<file path="src/rtl/exc_pkg.sv">
package exc_pkg;
  localparam int XLEN    = 32;
  localparam int CODE_W  = 6;
  localparam int NPAIR   = 3;

  localparam logic [XLEN-1:0] SAVE_CLR  = 32'h783F_0000;
  localparam logic [XLEN-1:0] RET_HI_CLR = 32'h3FFF_0000;

  localparam int B_LE  = 0;
  localparam int B_DR  = 4;
  localparam int B_IR  = 5;
  localparam int B_FE1 = 8;
  localparam int B_FE0 = 11;
  localparam int B_ME  = 12;
  localparam int B_FP  = 13;
  localparam int B_ILE = 16;
  localparam int B_POW = 18;

  localparam logic [XLEN-1:0] C_FP_EN  = 32'h0010_0000;
  localparam logic [XLEN-1:0] C_ILL    = 32'h0008_0000;
  localparam logic [XLEN-1:0] C_PRIV   = 32'h0004_0000;
  localparam logic [XLEN-1:0] C_TRAP   = 32'h0002_0000;
  localparam logic [XLEN-1:0] C_FP_IMP = 32'h0001_0000;
  localparam logic [XLEN-1:0] C_WAKE   = 32'h0001_0000;

  typedef enum logic [CODE_W-1:0] {
    EX_NONE = 6'd0,  EX_CRIT = 6'd1,  EX_MCHK = 6'd2,  EX_DSTG = 6'd3,
    EX_ISTG = 6'd4,  EX_EXT  = 6'd5,  EX_ALGN = 6'd6,  EX_PROG = 6'd7,
    EX_FPUN = 6'd8,  EX_SYSC = 6'd9,  EX_AUXU = 6'd10, EX_DECR = 6'd11,
    EX_FTMR = 6'd12, EX_WDOG = 6'd13, EX_VECU = 6'd14, EX_PTMR = 6'd15,
    EX_RST  = 6'd16
  } exc_code_e;

  typedef enum logic [1:0] {
    PAIR_STD = 2'd0, PAIR_CRIT = 2'd1, PAIR_MCK = 2'd2
  } pair_e;

  typedef enum logic [1:0] {
    RET_STD = 2'd0, RET_CRIT = 2'd1, RET_MCK = 2'd2, RET_DBG = 2'd3
  } ret_e;

  typedef struct packed {
    logic            act;
    logic            bad;
    logic            halt;
    logic            dup;
    logic            tlb;
    pair_e           pair;
    logic [XLEN-1:0] sav_addr;
    logic [XLEN-1:0] sav_state;
    logic [XLEN-1:0] new_state;
  } entry_t;
endpackage

</file>
<file path="src/rtl/exc_vector_table.sv">
module exc_vector_table
  import exc_pkg::*;
#(
  parameter int IDX_W = CODE_W,
  parameter int DW    = XLEN
) (
  input  logic             clk,
  input  logic             rst_n,
  input  logic             wr_en,
  input  logic             wr_prefix,
  input  logic [IDX_W-1:0] wr_idx,
  input  logic [DW-1:0]    wr_data,
  input  logic [IDX_W-1:0] rd_idx,
  output logic [DW-1:0]    rd_vec,
  output logic             rd_undef
);
  localparam int DEPTH = 1 << IDX_W;

  logic [DW-1:0] tbl_q [DEPTH];
  logic [DW-1:0] prefix_q;

  always_ff @(posedge clk) begin
    if (!rst_n) prefix_q <= '0;
    else if (wr_en && wr_prefix) prefix_q <= wr_data;
  end

  for (genvar g = 0; g < DEPTH; g++) begin : g_ent
    always_ff @(posedge clk) begin
      if (!rst_n) tbl_q[g] <= '1;
      else if (wr_en && !wr_prefix && wr_idx == IDX_W'(g)) tbl_q[g] <= wr_data;
    end
  end

  assign rd_undef = &tbl_q[rd_idx];
  assign rd_vec   = tbl_q[rd_idx] | prefix_q;
endmodule

</file>
<file path="src/rtl/exc_entry_calc.sv">
module exc_entry_calc
  import exc_pkg::*;
(
  input  logic [CODE_W-1:0] code,
  input  logic [XLEN-1:0]   err,
  input  logic [XLEN-1:0]   pc,
  input  logic [XLEN-1:0]   state,
  input  logic              split_mck,
  output entry_t            ent
);
  logic            use_cur;
  logic [XLEN-1:0] sav;
  logic [XLEN-1:0] nxt;
  localparam logic [XLEN-1:0] ME_M = XLEN'(1) << B_ME;

  always_comb begin
    sav      = state & ~SAVE_CLR;
    nxt      = state & ME_M;
    use_cur  = 1'b0;
    ent.act  = 1'b1;
    ent.bad  = 1'b0;
    ent.halt = 1'b0;
    ent.dup  = 1'b0;
    ent.pair = PAIR_STD;
    case (code)
      EX_NONE: ent.act = 1'b0;
      EX_CRIT: ent.pair = PAIR_CRIT;
      EX_MCHK: begin
        nxt      = '0;
        ent.halt = ~state[B_ME];
        ent.pair = split_mck ? PAIR_MCK : PAIR_CRIT;
        ent.dup  = split_mck;
      end
      EX_WDOG: ent.pair = split_mck ? PAIR_CRIT : PAIR_STD;
      EX_ISTG: sav = sav | err;
      EX_ALGN, EX_FPUN, EX_AUXU, EX_VECU: use_cur = 1'b1;
      EX_DSTG, EX_EXT, EX_SYSC, EX_DECR, EX_FTMR, EX_PTMR: ;
      EX_PROG: begin
        case (err[3:0])
          4'd1: begin
            if (!state[B_FP] || (!state[B_FE0] && !state[B_FE1])) begin
              ent.act = 1'b0;
            end else begin
              sav = sav | C_FP_EN;
              if (state[B_FE0] != state[B_FE1]) begin
                sav     = sav | C_FP_IMP;
                use_cur = 1'b1;
              end
            end
          end
          4'd2: begin sav = sav | C_ILL;  use_cur = 1'b1; end
          4'd3: begin sav = sav | C_PRIV; use_cur = 1'b1; end
          4'd4: begin sav = sav | C_TRAP; use_cur = 1'b1; end
          default: begin ent.act = 1'b0; ent.bad = 1'b1; end
        endcase
      end
      EX_RST: begin
        if (state[B_POW]) sav = sav | C_WAKE;
        else              nxt = '0;
      end
      default: begin ent.act = 1'b0; ent.bad = 1'b1; end
    endcase
    if (state[B_ILE]) nxt[B_LE] = 1'b1;
    ent.sav_state = sav;
    ent.new_state = nxt;
    ent.sav_addr  = use_cur ? pc - XLEN'(4) : pc;
    ent.tlb       = state[B_IR] | state[B_DR];
  end
endmodule

</file>
<file path="src/rtl/exc_save_bank.sv">
module exc_save_bank
  import exc_pkg::*;
#(
  parameter int DW = XLEN
) (
  input  logic          clk,
  input  logic          rst_n,
  input  logic          wr_en,
  input  pair_e         wr_pair,
  input  logic          wr_dup,
  input  logic [DW-1:0] wr_addr,
  input  logic [DW-1:0] wr_state,
  input  ret_e          ret_kind,
  output logic [DW-1:0] ret_pc,
  output logic [DW-1:0] ret_state,
  input  logic [1:0]    view_pair,
  output logic [DW-1:0] view_addr,
  output logic [DW-1:0] view_state
);
  logic [DW-1:0] a_q [NPAIR];
  logic [DW-1:0] s_q [NPAIR];

  for (genvar g = 0; g < NPAIR; g++) begin : g_pair
    logic hit;
    assign hit = wr_en && ((wr_pair == pair_e'(g)) || (wr_dup && g == int'(PAIR_CRIT)));
    always_ff @(posedge clk) begin
      if (!rst_n) begin
        a_q[g] <= '0;
        s_q[g] <= '0;
      end else if (hit) begin
        a_q[g] <= wr_addr;
        s_q[g] <= wr_state;
      end
    end
  end

  logic [1:0]    rsel;
  logic [DW-1:0] rmask;
  always_comb begin
    case (ret_kind)
      RET_STD:  rsel = 2'd0;
      RET_MCK:  rsel = 2'd2;
      default:  rsel = 2'd1;
    endcase
    rmask = (ret_kind == RET_STD) ? SAVE_CLR : RET_HI_CLR;
  end

  assign ret_pc    = {a_q[rsel][DW-1:2], 2'b00};
  assign ret_state = s_q[rsel] & ~rmask;

  assign view_addr  = (view_pair < 2'(NPAIR)) ? a_q[view_pair] : '0;
  assign view_state = (view_pair < 2'(NPAIR)) ? s_q[view_pair] : '0;

  assert_dup_copy_R7: assert property (@(posedge clk) disable iff (!rst_n)
    (wr_en && wr_dup) |=> (a_q[1] == a_q[2] && s_q[1] == s_q[2]));
endmodule

</file>
<file path="src/rtl/exc_switch.sv">
module exc_switch
  import exc_pkg::*;
(
  input  logic              clk,
  input  logic              rst_n,
  input  logic              req_valid,
  output logic              req_ready,
  input  logic [CODE_W-1:0] req_code,
  input  logic [XLEN-1:0]   req_err,
  input  logic [XLEN-1:0]   cur_pc,
  input  logic [XLEN-1:0]   cur_state,
  input  logic              split_mck,
  input  logic              ret_valid,
  output logic              ret_ready,
  input  logic [1:0]        ret_kind,
  input  logic              cfg_we,
  input  logic              cfg_prefix,
  input  logic [CODE_W-1:0] cfg_idx,
  input  logic [XLEN-1:0]   cfg_data,
  input  logic [1:0]        view_pair,
  output logic [XLEN-1:0]   view_addr,
  output logic [XLEN-1:0]   view_state,
  output logic              redirect_o,
  output logic [XLEN-1:0]   redirect_pc,
  output logic [XLEN-1:0]   redirect_state,
  output logic              tlb_flush_o,
  output logic              err_o,
  output logic              halted_o
);
  entry_t          ent;
  logic [XLEN-1:0] vec;
  logic            vec_undef;
  logic [XLEN-1:0] r_pc;
  logic [XLEN-1:0] r_state;
  logic            ent_fire, ent_go, ent_bad, ret_fire;

  exc_vector_table #(.IDX_W(CODE_W), .DW(XLEN)) u_tbl (
    .clk(clk), .rst_n(rst_n),
    .wr_en(cfg_we), .wr_prefix(cfg_prefix), .wr_idx(cfg_idx), .wr_data(cfg_data),
    .rd_idx(req_code), .rd_vec(vec), .rd_undef(vec_undef)
  );

  exc_entry_calc u_calc (
    .code(req_code), .err(req_err), .pc(cur_pc), .state(cur_state),
    .split_mck(split_mck), .ent(ent)
  );

  assign req_ready = ~halted_o;
  assign ret_ready = ~halted_o & ~req_valid;
  assign ent_fire  = req_valid & req_ready;
  assign ent_go    = ent_fire & ent.act & ~vec_undef;
  assign ent_bad   = ent_fire & (ent.bad | (ent.act & vec_undef));
  assign ret_fire  = ret_valid & ret_ready;

  exc_save_bank #(.DW(XLEN)) u_bank (
    .clk(clk), .rst_n(rst_n),
    .wr_en(ent_go), .wr_pair(ent.pair), .wr_dup(ent.dup),
    .wr_addr(ent.sav_addr), .wr_state(ent.sav_state),
    .ret_kind(ret_e'(ret_kind)), .ret_pc(r_pc), .ret_state(r_state),
    .view_pair(view_pair), .view_addr(view_addr), .view_state(view_state)
  );

  always_ff @(posedge clk) begin
    if (!rst_n) begin
      redirect_o     <= 1'b0;
      redirect_pc    <= '0;
      redirect_state <= '0;
      tlb_flush_o    <= 1'b0;
      err_o          <= 1'b0;
      halted_o       <= 1'b0;
    end else begin
      redirect_o  <= ent_go | ret_fire;
      tlb_flush_o <= ent_go & ent.tlb;
      err_o       <= ent_bad;
      if (ent_go & ent.halt) halted_o <= 1'b1;
      if (ent_go) begin
        redirect_pc    <= vec;
        redirect_state <= ent.new_state;
      end else if (ret_fire) begin
        redirect_pc    <= r_pc;
        redirect_state <= r_state;
      end
    end
  end

  assert_redirect_cause_R10: assert property (@(posedge clk) disable iff (!rst_n)
    redirect_o |-> $past(ent_go || ret_fire));
  assert_one_outcome_R8: assert property (@(posedge clk) disable iff (!rst_n)
    !(redirect_o && err_o));
  assert_halt_sticky_R6: assert property (@(posedge clk) disable iff (!rst_n)
    halted_o |=> halted_o);
  assert_halt_blocks_R6: assert property (@(posedge clk) disable iff (!rst_n)
    halted_o |-> (!req_ready && !ret_ready));
  assert_entry_state_R2: assert property (@(posedge clk) disable iff (!rst_n)
    ent_go |=> ((redirect_state & ~((XLEN'(1) << B_ME) | (XLEN'(1) << B_LE))) == '0));
  assert_ret_align_R9: assert property (@(posedge clk) disable iff (!rst_n)
    ret_fire |=> (redirect_o && redirect_pc[1:0] == 2'b00));
  assert_mck_halt_R6: assert property (@(posedge clk) disable iff (!rst_n)
    (ent_go && req_code == EX_MCHK && !cur_state[B_ME]) |=> halted_o);
endmodule

</file>
<file path="config.mk">
export PLATFORM = sky130hd
export DESIGN_NAME = exc_switch
export DESIGN_NICKNAME = d
export VERILOG_FILES = /design/src/rtl/exc_pkg.sv /design/src/rtl/exc_vector_table.sv /design/src/rtl/exc_entry_calc.sv /design/src/rtl/exc_save_bank.sv /design/src/rtl/exc_switch.sv
export SDC_FILE = /design/constraint.sdc
export NUM_CORES = 2
export LEC_CHECK = 0
export ABC_AREA = 1
export BUFFER_PORTS_ARGS = -buffer_cell sky130_fd_sc_hd__buf_2
export CELL_PAD_IN_SITES_DETAIL_PLACEMENT = 0
export CELL_PAD_IN_SITES_GLOBAL_PLACEMENT = 1
export CORE_MARGIN = 2
export CORE_UTILIZATION = 53
export DETAILED_ROUTE_END_ITERATION = 10
export GPL_ROUTABILITY_DRIVEN = 0
export PLACE_DENSITY = 0.84
export SLEW_MARGIN = 20
export SYNTH_ARGS = -nofsm -noshare
export SYNTH_HDL_FRONTEND = slang
export SYNTH_SLANG_ARGS = --single-unit
</file>
<file path="constraint.sdc">
create_clock -name clk -period 14.5 [get_ports clk]
set_input_delay 1.45 -clock clk [delete_from_list [all_inputs] [get_ports clk]]
set_output_delay 1.45 -clock clk [all_outputs]
set_load 0.05 [all_outputs]
</file>
==> metrics.md <==
| Metric | Value |
|---|---|
| Status | `completed` |
| Standard cell core area | `199,000 sq um` |
| Number of nets in the finished design | `~12,000` |
| Pwr per Cell Area | `around 130 nW/um^2` |
| Net switching power of the design | `between 3 and 4 mW` |
| Startpoint of the worst hold path | `redirect_state[23]$_SDFFE_PN0P_` |
| Slew Viols, Final | `0` |
| FF+latch count, synth | `between 2,000 and 2,500` |
| Synthesis-to-finish area growth | `10.0%` |
| Final HPWL from detailed placement | `approximately 200 mm` |
| Combinational family with the most area after synthesis | `simple AND/OR/NAND/NOR gates` |
| Reg-to-reg critical path endpoint | `u_bank.a_q[0][10]$_SDFFCE_PN0P_` |
| Total leakage power | `approximately 45 nW` |
| Initial Util | `about 53%` |
| DRC errors left | `0` |
| Kind of launch point of the worst setup path | `input port` |
| Number of buffers added to fix hold violations after cts | `0` |
| # rows | `~160` |
| Horizontal die dimension | `451 um` |
| Total power of the final layout | `between 15 and 20 mW` |
| Die area | `about 200,000 sq um` |
| Via count of the first global-routing pass | `slightly below 80,000` |
| Peak per-stage delay on the critical path | `about 0.80 ns` |
| Simple logic cell fraction of the synthesized area | `27.9%` |
| Worst ir drop on vdd | `109 uV` |
| Most common cell after layout, fill and taps aside | `sky130_fd_sc_hd__nand2_1` |
| First-pass detailed-route iteration total | `6` |
| Number of buffers added on ports | `around 270` |
| Measured slew at the worst slew-check pin | `around 1.2 ns` |
| # IOs | `roughly 290` |
| Hold endpoint | `redirect_state[23]$_SDFFE_PN0P_` |
| Highest clock rate | `0.121 GHz` |
| Share of total power in combinational logic | `under 10%` |
| Post-Synthesis Cell Area | `around 110,000 sq um` |
| Starting DRT DRC Count | `about 11,000` |
| Max-cap viol count | `0` |
| Sequential cell fraction of total power | `51.7%` |
| Min-Delay Path Class | `reg2reg` |
| Resized Gates After CTS | `0` |
| Final min period | `between 8 and 9 ns` |
| Max Buffers Root-to-Sink | `3` |
| Residual overflow from global routing | `0` |
| Clock network fraction of design power | `around two fifths` |
| Crit-path most repeated cell | `sky130_fd_sc_hd__nand2_1` |
| Share of synthesized flip-flops with an asynchronous set or reset | `0%` |
| Clock latency on the worst-skew pair | `between 0.9 and 1 ns` |
| Layout cell share with drive strength beyond 1 | `a little over 8%` |
| Worst Path Arrival | `between 8 and 9 ns` |
| Crit. End Element | `flop` |
| Maximum number of pins on one net before global-route repair | `approximately 170` |
| Maximum fanout encountered on the critical timing path | `around 170` |
| Cell family contributing the most delay on the critical path | `buffers and inverters` |
| Number of enable-type register cells in the synthesized netlist | `around 2,200` |
| Number of antenna violations at the first check in global routing | `10` |
| Clock edge transition at the registers on the reported setup and hold paths | `0.06 ns` |
| Number of hold violations in the final report | `0` |
| Combined global-route utilization of all metal layers | `about a third` |
| WL per Instance | `24.9 um` |
| Cell-internal power | `11.2 mW` |
| Fin util | `between 50% and 60%` |
| Final WL | `~360 mm` |
| Library cell contributing the largest single delay on the critical path | `sky130_fd_sc_hd__buf_4` |
| Worst reg2reg startpoint | `u_tbl.tbl_q[24][19]$_SDFFCE_PN1P_` |
| Commonest cells after routing, fill and taps aside | `sky130_fd_sc_hd__nand2_1 (6,339), sky130_fd_sc_hd__edfxtp_1 (2,240), sky130_fd_sc_hd__nor2_1 (656)` |
| Reg2reg path depth | `17` |
| Global-route wire length before repair | `515 mm` |
| Final Cycle Share | `56.9%` |
| Unrepaired setup endpoints after global routing | `false` |
| Complex-gate fraction of the synthesized area | `between 2 and 3%` |
| Clock tree from TritonCTS | `done` |
| Flop2flop setup slack | `~8.8 ns` |
| Switching part of the total | `25.7%` |
| Adder and majority gate portion of the synthesized area | `less than 1%` |
| Clock Skew | `a little over 0.03 ns` |
| Ordered cell list for the critical path | `buf_8 -> inv_8 -> buf_12 -> buf_4 -> buf_4 -> nand2_1 -> nand2_1 -> nand2_1 -> nand3_1 -> nand2_1 -> nand2_1 -> nor2_1 -> nand2_1 -> nand3_1 -> nand2_1 -> nand2_1 -> nor2_1 -> nand2_1 -> nor2_1 -> nand2_2 -> nand4_2 -> buf_4 -> nand2_4` |
| Area share of xor/xnor cells in the synthesized design | `0.207%` |
| Synthesized area divided by synthesized cell count | `9.15 sq um` |
| Vias post-DR | `82,600` |
| Flip-flop cell with the highest count after synthesis | `sky130_fd_sc_hd__edfxtp_1` |
| Number of routed nets with antenna violations | `0` |
| Worst relative slew slack | `17.8%` |
| Kind of critical path | `in2reg` |
| Seq/Total Area, Yosys | `between 60% and 70%` |
| Chip height | `approximately 450 um` |
| Post-synthesis mux area share | `0.0189%` |
| Synth Instances | `~12,000` |
| Post-synth cell types | `42` |
| Avg Vias per Cell | `5.78` |
| Deepest level of the CTS H-tree | `4` |
| Total of endpoints with negative setup slack in the final report | `0` |
| Count of cells along the worst hold path | `2` |
| Number of synthesis warnings | `0` |
| Clock buffers created by TritonCTS | `approximately 240` |
| Postcts setup bufs | `0` |
| Worst path required time | `between 10 and 15 ns` |
| Library cell used as clock root buffer | `sky130_fd_sc_hd__clkbuf_16` |
| Sink Count | `about 2,300` |
| Setup TNS | `0 ns` |
| WP buf/inv | `6` |
==> cells by family after synthesis <==
logic type,count (synthesis)
AND/OR/NAND/NOR,7641
adder cells (fa/ha/maj),2
XOR/XNOR,25
other,1
flip-flops,2331
multiplexers,2
AO/OA/AOI/OAI,518
buffers and inverters,1070
==> synthesized netlist by cell type, drive strengths merged (2+ instances only) <==
cell / instances / area [sq um]
xor2: 19 / 166
clkbuf: 650 / 2440
nand4: 77 / 488
o211ai: 16 / 125
clkinv: 2 / 7.51
xnor2: 6 / 52.6
mux2i: 2 / 20.0
buf: 260 / 1320
o221ai: 3 / 26.3
a21oi: 239 / 1200
o22ai: 14 / 87.6
nor4: 9 / 56.3
edfxtp: 2240 / 67300
o21ai: 244 / 1220
nor2: 722 / 2740
dfxtp: 91 / 1820
inv: 158 / 593
nor3: 73 / 382
nand3: 410 / 2080
ha: 2 / 25.0
nand2: 6345 / 23800
==> flip-flops by register name, summed over array words and instances (netlist names) <==
name and cells:
u_tbl.tbl_q 2048, u_bank.a_q 96, u_bank.s_q 96, redirect_pc 32
u_tbl.prefix_q 32, redirect_state 23, err_o 1, halted_o 1
redirect_o 1, tlb_flush_o 1
==> metrics by stage <==
step	cells	area, sq um	setup slack [ns]	hold slack [ns]
6_report	14300	117000	6.25	0.469
5_1_grt	14300	117000	6.01	0.492
2_1_floorplan	11600	106000	6.17	0.504
3_5_place_dp	13900	109000	5.62	0.457
3_3_place_gp	13900	109000	5.59	0.453
4_1_cts	14300	117000	6.55	0.466
==> worst min-delay path, stage by stage, from the launching register on <==
cell and delay, ns:
sky130_fd_sc_hd__dfxtp_1 0.31, sky130_fd_sc_hd__nand2_1 0.06, sky130_fd_sc_hd__a21oi_1 0.06
==> worst max path at each step <==
| stage | startpoint | end | slack (ns) | cells past startpoint |
|---|---|---|---|---|
| after detailed placement | req_code[1] | u_bank.a_q[2][21]$_SDFFCE_PN0P_ | 5.62 | 21 |
| after global routing | req_code[0] | u_bank.a_q[2][21]$_SDFFCE_PN0P_ | 6.01 | 23 |
| after CTS | req_code[1] | u_bank.a_q[2][21]$_SDFFCE_PN0P_ | 6.55 | 21 |
| final | req_code[0] | u_bank.a_q[2][21]$_SDFFCE_PN0P_ | 6.25 | 23 |
| after floorplan | req_code[1] | u_bank.a_q[0][0]$_SDFFCE_PN0P_ | 6.17 | 19 |
| after global placement | req_code[0] | u_bank.a_q[2][21]$_SDFFCE_PN0P_ | 5.59 | 23 |
==> layout make-up <==
type,count,area (sq um)
timing repair buffer,493,3230
clock buffer,296,6180
sequential,2331,69100
inverter,160,672
tap,2656,3320
antenna,7,17.5
multi-input combinational,8217,33100
fill,16900,82600
clock inverter,132,1050
==> routing by layer <==
layer | GRT usage [%] | up-vias | routed length, um
met4 | 18.0 | 4 | 19800
li1 | - | 37200 | -
met3 | 7.00 | 781 | 41400
met2 | 52.5 | 5095 | 160000
met5 | 0 | - | 21
met1 | 46.7 | 39600 | 134000
==> power by group through the flow <==
| stage | logic [mW] | registers [mW] | clock network, mW |
|---|---|---|---|
| 2_1_floorplan | 0.806 | 7.97 | 0 |
| 3_3_place_gp | 1.41 | 7.93 | 0 |
| 3_5_place_dp | 1.42 | 7.95 | 0 |
| 4_1_cts | 1.43 | 7.81 | 5.86 |
| 5_1_grt | 1.55 | 7.84 | 6.13 |
| 6_report | 1.46 | 7.81 | 5.85 |
No activity file was read; power rests on OpenSTA's default activity.
